File: src/rtl/rx_rst_pkg.sv
// Package: shared types for the receiver reset sequencer.
// Assumes: nothing beyond IEEE 1800-2017.
package rx_rst_pkg;

    // Sequencer states, in order of the normal release sequence
    typedef enum logic [2:0] {
        ST_CAL_WAIT = 3'd0,   // power-up: hold until calibration idle
        ST_ASSERT   = 3'd1,   // both resets on, wait for acknowledge high
        ST_RELEASE  = 3'd2,   // analog released, wait for acknowledge low
        ST_LOCK     = 3'd3,   // qualify lock for the minimum time
        ST_RUN      = 3'd4    // digital reset released
    } seq_state_e;

    // Bit positions of the synchronized input bundle
    localparam int SYNC_CAL  = 0;
    localparam int SYNC_ACK  = 1;
    localparam int SYNC_LOCK = 2;
    localparam int SYNC_W    = 3;

endpackage

File: src/rtl/rx_rst_sync.sv
// Module: multi-bit two-flop synchronizer, one independent chain per bit.
// Assumes: bits are unrelated level signals, so no bus coherence is needed.
// Each bit resets to its own value from RST_VAL.
module rx_rst_sync #(
    parameter int          WIDTH   = 3,
    parameter logic [WIDTH-1:0] RST_VAL = '0
) (
    input  logic             clk,
    input  logic             rst_n,
    input  logic [WIDTH-1:0] async_i,
    output logic [WIDTH-1:0] sync_o
);

    logic [WIDTH-1:0] meta_q;
    logic [WIDTH-1:0] sync_q;

    for (genvar b = 0; b < WIDTH; b++) begin : g_bit
        // Two-stage capture of one asynchronous bit
        always_ff @(posedge clk) begin
            if (!rst_n) begin
                meta_q[b] <= RST_VAL[b];
                sync_q[b] <= RST_VAL[b];
            end else begin
                meta_q[b] <= async_i[b];
                sync_q[b] <= meta_q[b];
            end
        end
    end

    assign sync_o = sync_q;

endmodule

File: src/rtl/rx_rst_lock_timer.sv
// Module: counts consecutive cycles of a held lock flag.
// Assumes: enable_i is high only in the qualification phase. The count
// clears whenever enable or lock is low and saturates at LOCK_CYCLES.
module rx_rst_lock_timer #(
    parameter int LOCK_CYCLES = 400
) (
    input  logic clk,
    input  logic rst_n,
    input  logic enable_i,
    input  logic lock_i,
    output logic done_o
);

    localparam int CW = $clog2(LOCK_CYCLES + 1);
    localparam logic [CW-1:0] CNT_MAX = CW'(LOCK_CYCLES);

    logic [CW-1:0] cnt_q;

    // Consecutive-lock counter with clear on any break
    always_ff @(posedge clk) begin
        if (!rst_n) begin
            cnt_q <= '0;
        end else if (!enable_i || !lock_i) begin
            cnt_q <= '0;
        end else if (cnt_q != CNT_MAX) begin
            cnt_q <= cnt_q + 1'b1;
        end
    end

    assign done_o = (cnt_q == CNT_MAX);

endmodule

File: src/rtl/rx_rst_fsm.sv
// Module: reset sequencing state machine and ready flag.
// Assumes: all level inputs are already synchronized to clk. req_i is a
// synchronous pulse and takes priority over every other transition.
module rx_rst_fsm
    import rx_rst_pkg::*;
(
    input  logic clk,
    input  logic rst_n,
    input  logic req_i,
    input  logic cal_s_i,
    input  logic ack_s_i,
    input  logic lock_s_i,
    input  logic lock_done_i,
    output logic timer_en_o,
    output logic ana_rst_o,
    output logic dig_rst_o,
    output logic ready_o
);

    seq_state_e st_q, st_d;
    logic       ready_q;

    // Next-state selection; a request always restarts at assertion
    always_comb begin
        st_d = st_q;
        unique case (st_q)
            ST_CAL_WAIT: if (!cal_s_i)                st_d = ST_ASSERT;
            ST_ASSERT:   if (ack_s_i)                 st_d = ST_RELEASE;
            ST_RELEASE:  if (!ack_s_i)                st_d = ST_LOCK;
            ST_LOCK:     if (lock_s_i && lock_done_i) st_d = ST_RUN;
            ST_RUN:      if (!lock_s_i)               st_d = ST_LOCK;
            default:                                  st_d = ST_CAL_WAIT;
        endcase
        if (req_i) st_d = ST_ASSERT;
    end

    // State register
    always_ff @(posedge clk) begin
        if (!rst_n) st_q <= ST_CAL_WAIT;
        else        st_q <= st_d;
    end

    // Ready follows the digital release by one cycle
    always_ff @(posedge clk) begin
        if (!rst_n) ready_q <= 1'b0;
        else        ready_q <= !dig_rst_o;
    end

    assign ana_rst_o  = (st_q == ST_CAL_WAIT) || (st_q == ST_ASSERT);
    assign dig_rst_o  = (st_q != ST_RUN);
    assign timer_en_o = (st_q == ST_LOCK);
    assign ready_o    = ready_q;

endmodule

File: src/rtl/rx_rst_seq.sv
// Module: receiver reset handshake sequencer (top).
// Drives analog/digital reset of one receiver channel: acknowledged analog
// release, then digital release after a minimum held CDR lock.
// Assumes: cal_busy_i, ana_ack_i, cdr_lock_i are asynchronous levels;
// reset_req_i is synchronous to clk. LOCK_CYCLES = minimum lock time in clk
// cycles (default 4 us at 100 MHz).
module rx_rst_seq
    import rx_rst_pkg::*;
#(
    parameter int LOCK_CYCLES = 400
) (
    input  logic clk,
    input  logic rst_n,
    input  logic reset_req_i,
    input  logic cal_busy_i,
    input  logic ana_ack_i,
    input  logic cdr_lock_i,
    output logic ana_rst_o,
    output logic dig_rst_o,
    output logic ready_o
);

    // Calibration resets to busy so power-up never skips the wait
    localparam logic [SYNC_W-1:0] SYNC_RST = SYNC_W'(1) << SYNC_CAL;

    logic [SYNC_W-1:0] raw_in;
    logic [SYNC_W-1:0] syn_in;
    logic              ack_s;
    logic              lock_s;
    logic              cal_s;
    logic              timer_en;
    logic              lock_done;

    assign raw_in[SYNC_CAL]  = cal_busy_i;
    assign raw_in[SYNC_ACK]  = ana_ack_i;
    assign raw_in[SYNC_LOCK] = cdr_lock_i;

    rx_rst_sync #(.WIDTH(SYNC_W), .RST_VAL(SYNC_RST)) u_sync (
        .clk     (clk),
        .rst_n   (rst_n),
        .async_i (raw_in),
        .sync_o  (syn_in)
    );

    assign cal_s  = syn_in[SYNC_CAL];
    assign ack_s  = syn_in[SYNC_ACK];
    assign lock_s = syn_in[SYNC_LOCK];

    rx_rst_lock_timer #(.LOCK_CYCLES(LOCK_CYCLES)) u_timer (
        .clk      (clk),
        .rst_n    (rst_n),
        .enable_i (timer_en),
        .lock_i   (lock_s),
        .done_o   (lock_done)
    );

    rx_rst_fsm u_fsm (
        .clk         (clk),
        .rst_n       (rst_n),
        .req_i       (reset_req_i),
        .cal_s_i     (cal_s),
        .ack_s_i     (ack_s),
        .lock_s_i    (lock_s),
        .lock_done_i (lock_done),
        .timer_en_o  (timer_en),
        .ana_rst_o   (ana_rst_o),
        .dig_rst_o   (dig_rst_o),
        .ready_o     (ready_o)
    );

endmodule

File: config.mk
export PLATFORM = sky130hd
export DESIGN_NAME = rx_rst_seq
export DESIGN_NICKNAME = d
export VERILOG_FILES = /design/src/rtl/rx_rst_pkg.sv /design/src/rtl/rx_rst_sync.sv /design/src/rtl/rx_rst_lock_timer.sv /design/src/rtl/rx_rst_fsm.sv /design/src/rtl/rx_rst_seq.sv
export SDC_FILE = /design/constraint.sdc
export NUM_CORES = 1
export LEC_CHECK = 0
export CAP_MARGIN = 20
export CORE_MARGIN = 2
export CORE_UTILIZATION = 55
export DETAILED_ROUTE_END_ITERATION = 16
export PLACE_DENSITY_LB_ADDON = 0.15
export SYNTH_ARGS = -nofsm -noshare
export SYNTH_HDL_FRONTEND = slang
export SYNTH_SLANG_ARGS = --single-unit
File: constraint.sdc
create_clock -name clk -period 2.85 [get_ports clk]
set_input_delay 0.285 -clock clk [delete_from_list [all_inputs] [get_ports clk]]
set_output_delay 0.285 -clock clk [all_outputs]
set_load 0.02 [all_outputs]
==> impl_metrics.yaml <==
layout:
  nets: 108
  syn_to_final_growth_pct: 14.7
  stdcell_area_um2: 956
  num_antenna_cells: 0
  drive_gt1_frac: 0.0909
  seq_area_um2: 380
  multi_input_area_um2: 434
  nFillCells: 125
  final_common_cell: "dfxtp_1"
  final_cell_mix: "dfxtp_1, a21oi_1, clkdlybuf4s50_1"
critical_path:
  r2r-end: "u_timer.cnt_q[8]$_SDFFE_PP0P_"
  crit_cells: 3
  r2r_setup_slack_ns: 1.46
  r2r_cells: 4
  cp_slowest_cell: "clkdlybuf4s50_1"
  path_cells: "nor3b_2, inv_1, clkdlybuf4s50_1"
  crit_family: "buffers and inverters"
  worstSetupStartpointType: "flop"
  critPathBufInv: 2
  reg2reg_from: "u_timer.cnt_q[0]$_SDFFE_PP0P_"
  path_class: "flop to output pin"
  cp-end-kind: "output pin"
  cpPeakStageDelay_ns: 0.54
  crit_arrival_ns: 1.62
  worstPathMaxFanout: 7
  crit_required_ns: 2.57
clock_tree:
  cts_setup_buffers: 0
  cts_buffer_depth: 2
  cts_tree: "yes"
  cts-root-buf: "clkbuf_4"
  post_cts_resized: 0
  clk_latency_ns: 0.28
  ctsHoldBuffers: 0
  cts.sinks: 19
  clkTransAtPathRegs_ns: 0.10
  htree_levels: 1
  cts_buffers: 3
global_routing:
  grtUsageTotal: 0.178
  grt_max_degree: 12
  grt_pass1_wl_um: 2520
  antenna_found_initial: 0
  overflow: 0
  grt_pass1_vias: 605
min_path:
  hold_depth: 1
  holdCritPathClass: "flop to flop"
  min_delay_worst_endpoint: "u_sync.sync_o[0]$_SDFF_PN1_"
  min_from: "u_sync.meta_q[0]$_SDFF_PN1_"
timing:
  clock.fmax_mhz: 525
  worst_slack_ns: 0.944
  fin_crit_sh: 0.669
  hold_viol_final: 0
  worst_pin_slew_ns: 0.365
  slew_violations: 0
  fin_crit_ns: 1.91
  finalSetupViolations: 0
  slew-limit-headroom: 0.756
  finalSetupTns_ns: 0
  rsz0062_at_grt: "no"
  clock_skew_ns: 0.00142
synthesis:
  ys_seq_area_frac: 0.456
  synth_warnings: 0
  netlist_top_cells_area: "dfxtp_1, a21oi_1, and2_1"
  netlist.area_leader.share: 0.456
  synth_edf_count: 0
  synth.avg_cell_area_um2: 9.47
  ys.flop_type: "dfxtp_1"
  synth_top_area_cell: "dfxtp_1"
  syn_inst: 88
  yosysUniqueCellTypes: 33
  async_flop_share: 0
  synth_nets: 96
  synthesis.area_um2: 833
  synth-seq-cells: 19
die:
  boundaryPins: 9
  die-area_um2: 1840
  die_h_um: 42.9
  initial_core_util: 0.573
  die_w_um: 42.9
  rows: 14
  coreArea_um2: 1450
routing:
  drc_errors: 0
  vias: 671
  dr.pass1.iters: 4
  drt_iter0_drc: 6
  postRouteAntennaNets: 0
  drt-total-wl_um: 1380
  via_per_inst: 5.83
  wl_per_cell_um: 12.0
placed_design:
  detailed_place_hpwl_um: 1020
  port_buffers: 8
  gp_congestion: 0.825
  pre_cts_ws_ns: 1.21
  placed_area_um2: 930
power_and_ir_drop:
  p_leak_nw: 0.313
  max-vdd-ir-drop_v: 0.000374
  power_density_nw_per_um2: 442
run:
  drv_cap: 0
status:
  status: "complete, no violations"
==> power breakdown <==
group | switching, W | leakage, nW | internal (W)
registers | 0.00000375 | 0.155 | 0.000271
clock network | 0.0000763 | 0.0150 | 0.0000543
logic | 0.00000576 | 0.143 | 0.0000119
total | 0.0000858 | 0.313 | 0.000337
==> cell usage after synthesis, types with 2 or more instances <==
library cell,instances
dfxtp_1,19
and2_1,5
nand2_1,4
xor2_1,2
nor2b_1,2
o21ai_0,5
nor2_1,4
nor3_1,2
a21oi_1,8
nand4bb_1,2
or3_1,2
ha_1,2
inv_1,4
and4bb_2,2
nand2b_1,3
nand3_1,5
==> cell type report <==
class                      count  area share
multi-input combinational     64       0.454
timing repair buffer           8      0.0838
clock buffer                   4      0.0275
inverter                       4      0.0157
tap                           16      0.0209
sequential                    19       0.398
==> logic make-up after synthesis <==
group / count (synthesis) / share of synthesized area
AOI/OAI and AO/OA: 19 / 0.137
muxes: 1 / 0.0135
DFF: 19 / 0.456
adders and majority gates: 2 / 0.0300
and+or+nand+nor: 40 / 0.320
xor gates and xnor gates: 2 / 0.0210
buffers and inverters: 5 / 0.0225
==> state kept, by name (all words and copies together) (netlist names) <==
name and flops:
u_sync.sync_o 3, u_fsm.ready_o 1, u_sync.meta_q 3, u_timer.cnt_q 9
u_fsm.st_q 3
==> stage by stage <==
step	utilization	power [W]	std cells	hold slack, ns
CTS	0.657	0.000429	115	0.420
detailed placement	0.639	0.000298	111	0.394
finish	0.657	0.000423	115	0.417
floorplan	-	0.000288	88	0.361
global route	0.657	0.000444	115	0.441
global placement	0.639	0.000297	111	0.394
==> metal layers <==
layer | part of all wire | track usage | routed length (µm) | vias up
met5 | 0 | 0 | 0 | -
met4 | 0 | 0.0375 | 0 | 0
met3 | 0.068 | 0.0511 | 94 | 0
met2 | 0.44 | 0.273 | 600 | 22
met1 | 0.49 | 0.248 | 681 | 302
li1 | - | - | - | 347
==> worst max-delay path by stage <==
stage	startpoint	to	slack, ns
CTS	u_fsm.st_q[2]$_SDFFE_PP0P_	dig_rst_o	0.93
global placement	rst_n	u_timer.cnt_q[0]$_SDFFE_PP0P_	1.22
floorplan	u_timer.cnt_q[0]$_SDFFE_PP0P_	u_timer.cnt_q[2]$_SDFFE_PP0P_	1.58
finish	u_fsm.st_q[2]$_SDFFE_PP0P_	dig_rst_o	0.94
detailed placement	rst_n	u_timer.cnt_q[0]$_SDFFE_PP0P_	1.21
global route	u_fsm.st_q[2]$_SDFFE_PP0P_	dig_rst_o	0.83
(Power assumes the default switching activity.)
